==> src/rtl/ofdm_ls_chest_pkg.sv <==
`timescale 1ns/1ps
package ofdm_ls_chest_pkg;

    localparam int FFT_N  = 64;
    localparam int BIN_W  = $clog2(FFT_N);
    localparam int N_ACT  = 52;
    localparam int SC_W   = BIN_W;
    localparam int HALF   = N_ACT / 2;
    localparam int NEG_LO = FFT_N - HALF;   // first bin of the negative half

    typedef enum logic [1:0] {
        ST_IDLE  = 2'd0,
        ST_ARMED = 2'd1,
        ST_RUN   = 2'd2
    } seq_state_t;

    typedef struct packed {
        logic            active;
        logic [SC_W-1:0] sc;
        logic            neg;
    } bin_info_t;

    // Training value sign per active subcarrier index: 1 means -1.
    function automatic logic pilot_neg(input logic [SC_W-1:0] sc);
        case (sc)
            6'd2, 6'd3, 6'd6, 6'd8, 6'd15, 6'd16, 6'd19, 6'd21,
            6'd27, 6'd28, 6'd31, 6'd33, 6'd35, 6'd36, 6'd37,
            6'd38, 6'd39, 6'd42, 6'd43, 6'd45, 6'd47: return 1'b1;
            default: return 1'b0;
        endcase
    endfunction

    function automatic bin_info_t map_bin(input logic [BIN_W-1:0] b);
        bin_info_t r;
        r.active = 1'b0;
        r.sc     = '0;
        r.neg    = 1'b0;
        if (b >= BIN_W'(1) && b <= BIN_W'(HALF)) begin
            r.active = 1'b1;
            r.sc     = b + SC_W'(HALF - 1);
        end else if (b >= BIN_W'(NEG_LO)) begin
            r.active = 1'b1;
            r.sc     = b - SC_W'(NEG_LO);
        end
        if (r.active) r.neg = pilot_neg(r.sc);
        return r;
    endfunction

endpackage

==> src/rtl/chest_binmap.sv <==
`timescale 1ns/1ps
module chest_binmap
    import ofdm_ls_chest_pkg::*;
(
    input  logic [BIN_W-1:0] bin_i,
    output bin_info_t        info_o
);

    assign info_o = map_bin(bin_i);

    always_comb begin
        if (info_o.active)
            a_r2_sc_bound: assert (info_o.sc < SC_W'(N_ACT));
    end

endmodule

==> src/rtl/chest_seq.sv <==
`timescale 1ns/1ps
module chest_seq
    import ofdm_ls_chest_pkg::*;
#(
    parameter  int NTX_MAX = 4,
    parameter  int NRX_MAX = 4,
    localparam int TXC_W   = $clog2(NTX_MAX + 1),
    localparam int RXC_W   = $clog2(NRX_MAX + 1),
    localparam int TXI_W   = (NTX_MAX > 1) ? $clog2(NTX_MAX) : 1,
    localparam int RXI_W   = (NRX_MAX > 1) ? $clog2(NRX_MAX) : 1
) (
    input  logic             clk,
    input  logic             rst,
    input  logic             cfg_start,
    input  logic [TXC_W-1:0] cfg_ntx,
    input  logic [RXC_W-1:0] cfg_nrx,
    input  logic             smp_valid,
    input  logic             smp_sos,
    input  logic             bin_active,
    output logic             store_o,
    output logic [TXI_W-1:0] tx_o,
    output logic [RXI_W-1:0] rx_o,
    output logic             finish_o
);

    localparam logic [SC_W-1:0] CNT_LAST = SC_W'(N_ACT - 1);
    localparam logic [SC_W-1:0] CNT_SAT  = '1;

    seq_state_t       state_q;
    logic [TXC_W-1:0] ntx_q;
    logic [RXC_W-1:0] nrx_q;
    logic [TXI_W-1:0] tx_q, cur_tx;
    logic [RXI_W-1:0] rx_q, cur_rx;
    logic [SC_W-1:0]  cnt_q, cur_cnt, cnt_nx;
    logic [TXC_W-1:0] ntx_cl;
    logic [RXC_W-1:0] nrx_cl;
    logic             take, at_last, cur_last, store, finish;

    // Clamp the requested antenna counts into 1..MAX
    always_comb begin
        if (cfg_ntx == '0)                      ntx_cl = TXC_W'(1);
        else if (cfg_ntx > TXC_W'(NTX_MAX))     ntx_cl = TXC_W'(NTX_MAX);
        else                                    ntx_cl = cfg_ntx;
        if (cfg_nrx == '0)                      nrx_cl = RXC_W'(1);
        else if (cfg_nrx > RXC_W'(NRX_MAX))     nrx_cl = RXC_W'(NRX_MAX);
        else                                    nrx_cl = cfg_nrx;
    end

    // Pair and count that apply to the sample on the inputs this cycle
    always_comb begin
        take    = smp_valid && !cfg_start &&
                  ((state_q == ST_ARMED && smp_sos) || state_q == ST_RUN);
        at_last = (TXC_W'(tx_q) == ntx_q - TXC_W'(1)) &&
                  (RXC_W'(rx_q) == nrx_q - RXC_W'(1));
        cur_tx  = tx_q;
        cur_rx  = rx_q;
        cur_cnt = cnt_q;
        if (take && smp_sos) begin
            cur_cnt = '0;
            if (state_q == ST_ARMED) begin
                cur_tx = '0;
                cur_rx = '0;
            end else if (!at_last) begin
                if (TXC_W'(tx_q) == ntx_q - TXC_W'(1)) begin
                    cur_tx = '0;
                    cur_rx = rx_q + RXI_W'(1);
                end else begin
                    cur_tx = tx_q + TXI_W'(1);
                end
            end
        end
        cur_last = (TXC_W'(cur_tx) == ntx_q - TXC_W'(1)) &&
                   (RXC_W'(cur_rx) == nrx_q - RXC_W'(1));
        store    = take && bin_active;
        finish   = store && cur_last && (cur_cnt == CNT_LAST);
        if (store && cur_cnt != CNT_SAT) cnt_nx = cur_cnt + SC_W'(1);
        else                             cnt_nx = cur_cnt;
    end

    always_ff @(posedge clk) begin
        if (rst) begin
            state_q <= ST_IDLE;
            ntx_q   <= TXC_W'(1);
            nrx_q   <= RXC_W'(1);
            tx_q    <= '0;
            rx_q    <= '0;
            cnt_q   <= '0;
        end else if (cfg_start) begin
            state_q <= ST_ARMED;
            ntx_q   <= ntx_cl;
            nrx_q   <= nrx_cl;
            tx_q    <= '0;
            rx_q    <= '0;
            cnt_q   <= '0;
        end else if (take) begin
            state_q <= finish ? ST_IDLE : ST_RUN;
            tx_q    <= cur_tx;
            rx_q    <= cur_rx;
            cnt_q   <= cnt_nx;
        end
    end

    assign store_o  = store;
    assign tx_o     = cur_tx;
    assign rx_o     = cur_rx;
    assign finish_o = finish;

    // loaded counts always lie inside 1..MAX
    a_r6_counts_in_range: assert property (@(posedge clk) disable iff (rst)
        (ntx_q != '0) && (ntx_q <= TXC_W'(NTX_MAX)) &&
        (nrx_q != '0) && (nrx_q <= RXC_W'(NRX_MAX)));

    // the pair held while running stays below the loaded counts
    a_r7_pair_in_range: assert property (@(posedge clk) disable iff (rst)
        (state_q == ST_RUN) |->
            (TXC_W'(tx_q) < ntx_q) && (RXC_W'(rx_q) < nrx_q));

    // a completed frame leaves the sequencer idle
    a_r10_idle_after_finish: assert property (@(posedge clk) disable iff (rst)
        (finish && !cfg_start) |=> (state_q == ST_IDLE));

    // nothing is stored unless a frame is armed or running
    a_r8_no_store_idle: assert property (@(posedge clk) disable iff (rst)
        (state_q == ST_IDLE) |-> !store);

    // a cycle with no valid sample leaves the pair unchanged
    a_r11_hold_without_valid: assert property (@(posedge clk) disable iff (rst)
        (!smp_valid && !cfg_start) |=> $stable(tx_q) && $stable(rx_q) && $stable(cnt_q));

endmodule

==> src/rtl/chest_flip.sv <==
`timescale 1ns/1ps
module chest_flip #(
    parameter int SW = 12
) (
    input  logic          clk,
    input  logic          rst,
    input  logic          in_valid,
    input  logic          neg,
    input  logic [SW-1:0] re_i,
    input  logic [SW-1:0] im_i,
    output logic          valid_o,
    output logic [SW-1:0] re_o,
    output logic [SW-1:0] im_o
);

    localparam int           LANES = 2;
    localparam logic [SW-1:0] VMIN = {1'b1, {(SW-1){1'b0}}};
    localparam logic [SW-1:0] VMAX = {1'b0, {(SW-1){1'b1}}};

    logic [SW-1:0] lane_in [LANES];
    logic [SW-1:0] lane_q  [LANES];

    assign lane_in[0] = re_i;
    assign lane_in[1] = im_i;

    always_ff @(posedge clk) begin
        if (rst) valid_o <= 1'b0;
        else     valid_o <= in_valid;
    end

    for (genvar g = 0; g < LANES; g++) begin : g_lane
        logic [SW-1:0] flipped;

        always_comb begin
            if (lane_in[g] == VMIN) flipped = VMAX;
            else                    flipped = -lane_in[g];
        end

        always_ff @(posedge clk) begin
            if (rst)           lane_q[g] <= '0;
            else if (in_valid) lane_q[g] <= neg ? flipped : lane_in[g];
        end

        // the most negative value flips to the most positive value
        a_r4_saturate: assert property (@(posedge clk) disable iff (rst)
            (in_valid && neg && lane_in[g] == VMIN) |=> (lane_q[g] == VMAX));

        // outside saturation, the magnitude is kept
        a_r3_magnitude_kept: assert property (@(posedge clk) disable iff (rst)
            (in_valid && lane_in[g] != VMIN) |=>
                (lane_q[g] == $past(lane_in[g])) || (lane_q[g] == -$past(lane_in[g])));
    end

    assign re_o = lane_q[0];
    assign im_o = lane_q[1];

endmodule

==> src/rtl/ofdm_ls_chest.sv <==
`timescale 1ns/1ps
module ofdm_ls_chest
    import ofdm_ls_chest_pkg::*;
#(
    parameter  int NTX_MAX = 4,
    parameter  int NRX_MAX = 4,
    parameter  int SW      = 12,
    localparam int TXC_W   = $clog2(NTX_MAX + 1),
    localparam int RXC_W   = $clog2(NRX_MAX + 1),
    localparam int TXI_W   = (NTX_MAX > 1) ? $clog2(NTX_MAX) : 1,
    localparam int RXI_W   = (NRX_MAX > 1) ? $clog2(NRX_MAX) : 1
) (
    input  logic             clk,
    input  logic             rst,
    input  logic             cfg_start,
    input  logic [TXC_W-1:0] cfg_ntx,
    input  logic [RXC_W-1:0] cfg_nrx,
    input  logic             smp_valid,
    input  logic             smp_sos,
    input  logic [BIN_W-1:0] smp_bin,
    input  logic [SW-1:0]    smp_re,
    input  logic [SW-1:0]    smp_im,
    output logic             est_valid,
    output logic [TXI_W-1:0] est_tx,
    output logic [RXI_W-1:0] est_rx,
    output logic [SC_W-1:0]  est_sc,
    output logic [SW-1:0]    est_re,
    output logic [SW-1:0]    est_im,
    output logic             est_done
);

    bin_info_t        info;
    logic             store, finish;
    logic [TXI_W-1:0] cur_tx;
    logic [RXI_W-1:0] cur_rx;

    chest_binmap u_map (
        .bin_i  (smp_bin),
        .info_o (info)
    );

    chest_seq #(
        .NTX_MAX (NTX_MAX),
        .NRX_MAX (NRX_MAX)
    ) u_seq (
        .clk        (clk),
        .rst        (rst),
        .cfg_start  (cfg_start),
        .cfg_ntx    (cfg_ntx),
        .cfg_nrx    (cfg_nrx),
        .smp_valid  (smp_valid),
        .smp_sos    (smp_sos),
        .bin_active (info.active),
        .store_o    (store),
        .tx_o       (cur_tx),
        .rx_o       (cur_rx),
        .finish_o   (finish)
    );

    chest_flip #(
        .SW (SW)
    ) u_flip (
        .clk      (clk),
        .rst      (rst),
        .in_valid (store),
        .neg      (info.neg),
        .re_i     (smp_re),
        .im_i     (smp_im),
        .valid_o  (est_valid),
        .re_o     (est_re),
        .im_o     (est_im)
    );

    always_ff @(posedge clk) begin
        if (rst) begin
            est_tx   <= '0;
            est_rx   <= '0;
            est_sc   <= '0;
            est_done <= 1'b0;
        end else begin
            est_done <= finish;
            if (store) begin
                est_tx <= cur_tx;
                est_rx <= cur_rx;
                est_sc <= info.sc;
            end
        end
    end

    // completion only comes together with an estimate
    a_r10_done_with_estimate: assert property (@(posedge clk) disable iff (rst)
        est_done |-> est_valid);

    // after completion the next cycle carries no estimate
    a_r10_quiet_after_done: assert property (@(posedge clk) disable iff (rst)
        est_done |=> !est_valid);

    // an estimate follows a valid sample not masked by cfg_start
    a_r5_estimate_has_source: assert property (@(posedge clk) disable iff (rst)
        est_valid |-> ($past(smp_valid) && !$past(cfg_start)));

    // estimates carry an index inside the active range
    a_r2_index_range: assert property (@(posedge clk) disable iff (rst)
        est_valid |-> (est_sc < SC_W'(N_ACT)));

    // after reset the outputs start quiet
    a_r1_quiet_after_reset: assert property (@(posedge clk)
        $fell(rst) |-> (!est_valid && !est_done));

endmodule

==> config.mk <==
export PLATFORM = sky130hd
export DESIGN_NAME = ofdm_ls_chest
export DESIGN_NICKNAME = d
export VERILOG_FILES = /design/src/rtl/ofdm_ls_chest_pkg.sv /design/src/rtl/chest_binmap.sv /design/src/rtl/chest_seq.sv /design/src/rtl/chest_flip.sv /design/src/rtl/ofdm_ls_chest.sv
export SDC_FILE = /design/constraint.sdc
export NUM_CORES = 1
export LEC_CHECK = 0
export BUFFER_PORTS_ARGS = -buffer_cell sky130_fd_sc_hd__buf_4
export CAP_MARGIN = 25
export CORE_UTILIZATION = 45
export DETAILED_ROUTE_END_ITERATION = 8
export PLACE_DENSITY = 0.69
export SYNTH_ARGS = -nofsm -noshare
export SYNTH_HDL_FRONTEND = slang
export SYNTH_SLANG_ARGS = --single-unit
==> constraint.sdc <==
create_clock -name clk -period 4.22 [get_ports clk]
set_input_delay 0.422 -clock clk [delete_from_list [all_inputs] [get_ports clk]]
set_output_delay 0.422 -clock clk [all_outputs]
set_load 0.005 [all_outputs]
==> key figures, run 1 <==
Synth
  • Most used DFF post-synth: dfxtp_1
  • Netlist cell types: 57
  • Synthesized area per cell: 8.84 um^2
  • Synth async-reset ratio: 0%
  • Number of synthesized flops with an enable pin: 24
  • FF+latch count, synth: 54
  • Ys Warns: 0
  • Synthesized instance count: 388
  • Mapped cell area: 3430 um^2
  • Post-synthesis sequential area ratio: 38.5%
  • Post-Syn Nets: 441

STA
  • Fin crit share: 75.9%
  • RSZ-0062 raised after global routing: no
  • Final worst setup slack: 1020 ps
  • Fin. Hold Viols: 0
  • Slew HR: 52.0%
  • Fmax achieved: 312 MHz
  • Slew @ Worst Pin: 720 ps
  • Clk_skew: 10.7 ps
  • Slew Viols, Final: 0
  • Setup violations, final: 0
  • TNS Setup: 0 ps
  • Final min period: 3200 ps

Power
  • Overall Power: 1.12 mW
  • Max VDD drop: 0.000167 V
  • Leakage: 1.73 nW
  • Pwr per Cell Area: 269 nW/um^2

Worst setup path
  • Depth of the most critical reg-to-reg path: 8
  • Reg-to-Reg End: est_done$_SDFF_PP0_
  • Crit path kind: input port to register
  • CP Data Arrival Time: 3270 ps
  • R2R setup slack: 1200 ps
  • CP Capture Type: register
  • WP data required: 4290 ps
  • Worst R2R Start: u_seq.state_q[1]$_SDFFE_PP0N_
  • Startpoint Class: input port
  • CP max FO: 14

Floorplan
  • Core outline area: 7290 um^2
  • Die height: 89.3 um
  • Row cnt: 31
  • Die width: 89.3 um
  • Top-Level Pins: 77
  • Initial Util: 47.0%
  • Die area: 7970 um^2

Outcome
  • Status: complete, no violations

Route
  • Drt drc: 0
  • Post-route ant nets: 0
  • Vias/cell: 5.63
  • Routed WL: 7.93 mm
  • Mean routed wirelength per cell: 14.2 um
  • Vias: 3145
  • TritonRoute pass-1 iters: 5
  • 1st-iter DRT viols: 162

Clock network
  • TritonCTS clock tree: done
  • Worst skew pair latency: 310 ps
  • Clk sinks: 54
  • Resized Gates After CTS: 0
  • CTS Buf Count: 5
  • H-tree levels: 2
  • CTS max path bufs: 2
  • Setup Buffers After CTS: 0
  • Clock transition at path regs: 110 ps
  • Root Buffer: clkbuf_8
  • Hold_buf cts: 0

Hold path
  • Hold Crit Depth: 2
  • Worst hold path type: input port to register
  • Hold_sp: cfg_nrx[2]
  • Hold endpoint: u_seq.nrx_q[0]$_SDFFE_PP1P_

Placed design
  • Final Wtd Congestion: 0.882
  • Port-buffer cells: 76
  • Placed instance area: 4080 um^2
  • DP Worst Slack: 725 ps
  • Dpl hpwl: 5.94 mm

Finish
  • Final instance area: 4170 um^2
  • Most frequent cells in the layout: 81 x buf_4, 44 x nor2_1, 30 x dfxtp_1, 26 x a21oi_1
  • Area growth from synthesis to layout: 21.5%
  • Share of cells above drive strength 1: 23.5%
  • NumNets Final: 512
  • Commonest non-fill, non-tap cell in the layout: buf_4
  • N_diodes: 0

Job
  • Max_cap viols: 0

Global route
  • Vias in the first global route: 2754
  • GRT Util Overall: 20.2%
  • Pin count of the biggest net entering global routing: 22
  • Initial antenna violation count: 0
  • First-pass GRT wire length: 12.6 mm
  • Grt ovf: 0
registers in the layout, indices dropped and copies added (netlist names), 2 cells and up:
name and count:
est_tx 2, u_seq.cnt_q 6, est_sc 6, u_seq.ntx_q 3, u_flip.lane_q 24, u_seq.state_q 2, est_rx 2, u_seq.rx_q 2
u_seq.tx_q 2, u_seq.nrx_q 3
cells in the mapped netlist, types with 5 or more instances:
cell,count,area [um^2]
or3_1,11,68.8
a31oi_1,7,43.8
nand2b_1,13,81.3
nor3_1,17,85.1
clkbuf_1,7,26.3
ha_1,12,150
a21oi_1,26,130
inv_1,24,90.1
dfxtp_1,30,601
mux2i_1,7,70.1
nand3_1,7,35.0
edfxtp_1,24,721
a32o_1,16,160
nor2_1,44,165
xnor2_1,9,78.8
and2_1,5,31.3
o21ai_0,21,105
xor2_1,10,87.6
o22ai_1,6,37.5
nand2_1,19,71.3
report_power, final:
part	switching [mW]	internal, mW	total (mW)
combinational	0.146	0.109	0.255
sequential	0.00709	0.561	0.568
clock	0.180	0.121	0.300
total	0.332	0.790	1.12
logic make-up after synthesis:
group,synth area share [%]
and+or+nand+nor,22.0
AOI/OAI and AO/OA,22.4
DFF,38.5
buffers and inverters,5.80
xor gates and xnor gates,4.85
adders and majority gates,4.38
muxes,2.04
metrics by stage:
step / hold slack [ps] / util [%] / cells
after CTS: 292 / 57.2 / 559
after detailed placement: 480 / 55.9 / 551
after floorplan: 459 / - / 388
after global routing: 295 / 57.2 / 559
after global placement: 477 / 55.9 / 551
final: 295 / 57.2 / 559
routing by layer:
metal | share of wire (%) | GRT usage [%]
met2 | 49 | 33.9
met5 | 0 | 0
met1 | 45 | 26.9
met4 | 1.5 | 5.63
met3 | 4.5 | 3.23
area by class of cell:
type,count,area [um^2]
clock buffers,5,68.8
inverters,26,108
flip-flops and latches,54,1320
clock inverters,3,23.8
repair buffers,81,608
fillers,682,3120
well taps,99,124
multi-input cells,291,1910
worst max path at each step:
stage                    start                                 to  cells after the start
finish              smp_bin[0]  u_flip.lane_q[0][7]$_SDFFCE_PN0P_                     13
global route        smp_bin[1]  u_flip.lane_q[0][5]$_SDFFCE_PN0P_                     10
CTS                  smp_im[0]  u_flip.lane_q[1][3]$_SDFFCE_PN0P_                     11
detailed placement   smp_im[0]  u_flip.lane_q[1][3]$_SDFFCE_PN0P_                     11
global placement     smp_re[1]  u_flip.lane_q[0][4]$_SDFFCE_PN0P_                     11
floorplan            smp_re[0]  u_flip.lane_q[0][4]$_SDFFCE_PN0P_                     11
critical path: stages:
cell       delay [ps]
buf_4             140
inv_1              90
ha_1              160
nor2b_1            60
o211ai_1          450
a32o_1            400
inv_1             100
ha_1              230
mux2i_1           140
o221ai_1          180
a2bb2oi_2         350
a21oi_2           260
a32o_1            280
(Power assumes the default switching activity.)
==> inputs of run 2 (changes only) <==
==> constraint.sdc (replaced) <==
create_clock -name clk -period 3.3 [get_ports clk]
set_input_delay 0.33 -clock clk [delete_from_list [all_inputs] [get_ports clk]]
set_output_delay 0.33 -clock clk [all_outputs]
set_load 0.005 [all_outputs]
==> run 2 against run 1 <==
Against the previous run:
- cell area increased by 2.6%
- final cell count increased by 2.3%
- count of clock-buffer cells in the layout stayed put
- die area stayed put
- core utilization increased by 1.5 points
- power grew 29%
- clock skew decreased by 0.51 ps
- global-route usage up 0.66 points
- routed wire length grew 1.3%
- sequential power increased by 28%
- hold slack got worse by 85 ps
- largest cell class unchanged
- largest power group unchanged
==> key figures, run 2 (synthesis gave the netlist of run 1 again) <==
Outcome
  • Status: complete, no violations

Route
  • Vias: 3203
  • M1 WL: 3.64 mm
  • Highest routed layer: met4
  • Mean routed wirelength per cell: 14.0 um
  • Post-route ant nets: 0
  • Routed met3 length: 376 um
  • 1st-iter DRT viols: 156
  • Met2 WL: 3.95 mm
  • Drt drc: 0
  • Vias/cell: 5.60
  • TritonRoute pass-1 iters: 4
  • Routed WL: 8.03 mm

Clock network
  • Root Buffer: clkbuf_8
  • H-tree levels: 2
  • Clock transition at path regs: 110 ps
  • Worst skew pair latency: 310 ps
  • CTS max path bufs: 2
  • Clk sinks: 54
  • Hold_buf cts: 0
  • TritonCTS clock tree: done
  • Resized Gates After CTS: 0
  • Setup Buffers After CTS: 0
  • CTS Buf Count: 5

Power
  • Net Sw Power: 0.427 mW
  • Fraction of power spent switching nets: 29.4%
  • Pwr per Cell Area: 340 nW/um^2
  • Seq pwr share: 50.0%
  • Clock share of power: 26.0%
  • Leakage: 1.80 nW
  • Comb pwr share: 24.0%
  • Int Pwr: 1.02 mW
  • Max VDD drop: 0.000247 V

Finish
  • Largest regs: u_flip.lane_q (24), est_sc (6), u_seq.cnt_q (6)
  • Commonest non-fill, non-tap cell in the layout: buf_4
  • NumNets Final: 525
  • Fillers: 677
  • N_diodes: 0
  • Area growth from synthesis to layout: 24.6%
  • Final core occ: 58.6%
  • Share of cells above drive strength 1: 25.6%
  • Most flop-heavy register: u_flip.lane_q
  • Max reg flops: 24
  • Non-filler cells, final: 572
  • Most frequent cells in the layout: 93 x buf_4, 44 x nor2_1, 30 x dfxtp_1, 26 x a21oi_1

Global route
  • Initial antenna violation count: 0
  • Grt ovf: 0
  • GRT Util Overall: 20.8%
  • Vias in the first global route: 2896
  • First-pass GRT wire length: 13.1 mm
  • Pin count of the biggest net entering global routing: 25

Worst setup path
  • Worst path cell trace: buf_4, inv_1, ha_1, or3b_1, or3_1, or3_4, or3_1, or3b_1, clkinv_4, o22ai_1, a221oi_1
  • CP Data Arrival Time: 3140 ps
  • CP bufs+invs: 3
  • WP data required: 3420 ps
  • Depth of the most critical reg-to-reg path: 10
  • Largest delay contributor family on the critical path: simple AND/OR/NAND/NOR gates
  • Crit path kind: input port to register
  • CP Capture Type: register
  • CP max FO: 7
  • CP Depth: 11
  • Slowest CP cell: or3b_1
  • Slowest Stage Delay on Critical Path: 550 ps
  • Startpoint Class: input port

STA
  • Fin crit share: 91.7%
  • Slew Viols, Final: 0
  • Slew HR: 57.5%
  • Final min period: 3030 ps
  • RSZ-0062 raised after global routing: no
  • Fmax achieved: 330 MHz
  • Setup violations, final: 0
  • Slew @ Worst Pin: 637 ps
  • Clk_skew: 10.2 ps
  • Hold slack: 209 ps
  • Fin. Hold Viols: 0

Placed design
  • Port-buffer cells: 76
  • Final Wtd Congestion: 0.899
  • Dpl hpwl: 6.03 mm
  • DP Cell Count: 564

Floorplan
  • Initial Util: 47.0%
  • Die height: 89.3 um
  • Die width: 89.3 um
  • Die area: 7970 um^2
  • Core outline area: 7290 um^2
  • Top-Level Pins: 77
  • Row cnt: 31

Job
  • Max_cap viols: 0

Hold path
  • Hold Crit Depth: 2
  • Worst hold path type: input port to register
[run 2: cell count changes in the layout (fill, tap and decap cells not counted), sizes merged]
cell | before | now
inv | 26 | 25
clkinv | 3 | 4
buf | 81 | 94
[run 2: routing by layer]
| metal | vias to the layer above | GRT usage [%] |
|---|---|---|
| met5 | - | 0 |
| met1 | 1505 | 27.0 |
| li1 | 1604 | - |
| met2 | 87 | 36.1 |
| met4 | 0 | 5.77 |
| met3 | 7 | 3.23 |
[run 2: area by class of cell]
type / count / area (um^2) / share of cell area, %
timing repair buffer: 94 / 718 / 16.8
clock inverter: 3 / 20.0 / 0.468
clock buffer: 5 / 68.8 / 1.61
tap: 99 / 124 / 2.90
sequential: 54 / 1320 / 30.9
inverter: 26 / 108 / 2.52
multi-input combinational: 291 / 1910 / 44.8
[run 2: worst paths after layout]
check	startpoint	to	slack (ps)
setup reg to reg	u_seq.ntx_q[0]$_SDFFE_PP1P_	u_seq.state_q[1]$_SDFFE_PP0N_	600
setup / recovery	smp_im[0]	u_flip.lane_q[1][3]$_SDFFCE_PN0P_	270
hold / removal	cfg_ntx[2]	u_seq.ntx_q[0]$_SDFFE_PP1P_	210
hold reg to reg	est_tx[0]$_SDFFE_PP0P_	est_tx[0]$_SDFFE_PP0P_	500
[run 2: worst register-to-register path, delay by kind of cell, from the launching register on]
family	cells	cell delay [ps]
buf+inv	1	80
fa+ha+maj	1	340
compound gates	3	780
simple gates	3	740
flops	1	370
xor+xnor	2	300
[run 2: power groups by stage]
| stage | Sequential [mW] | Combinational, mW | Clock [mW] |
|---|---|---|---|
| after floorplan | 0.742 | 0.197 | 0 |
| after global placement | 0.741 | 0.344 | 0 |
| after CTS | 0.726 | 0.346 | 0.392 |
| after detailed placement | 0.741 | 0.345 | 0 |
| after global routing | 0.728 | 0.387 | 0.408 |
| final | 0.726 | 0.348 | 0.377 |
[run 2: per-stage QoR]
stage               power, mW  area, um^2  setup slack [ps]  TNS [ps]
global placement         1.08        4190             -1.95     -1.95
finish                   1.45        4270               274         0
global route             1.52        4270               107         0
detailed placement       1.09        4190              4.38         0
CTS                      1.46        4270               312         0
floorplan               0.939        3430               325         0
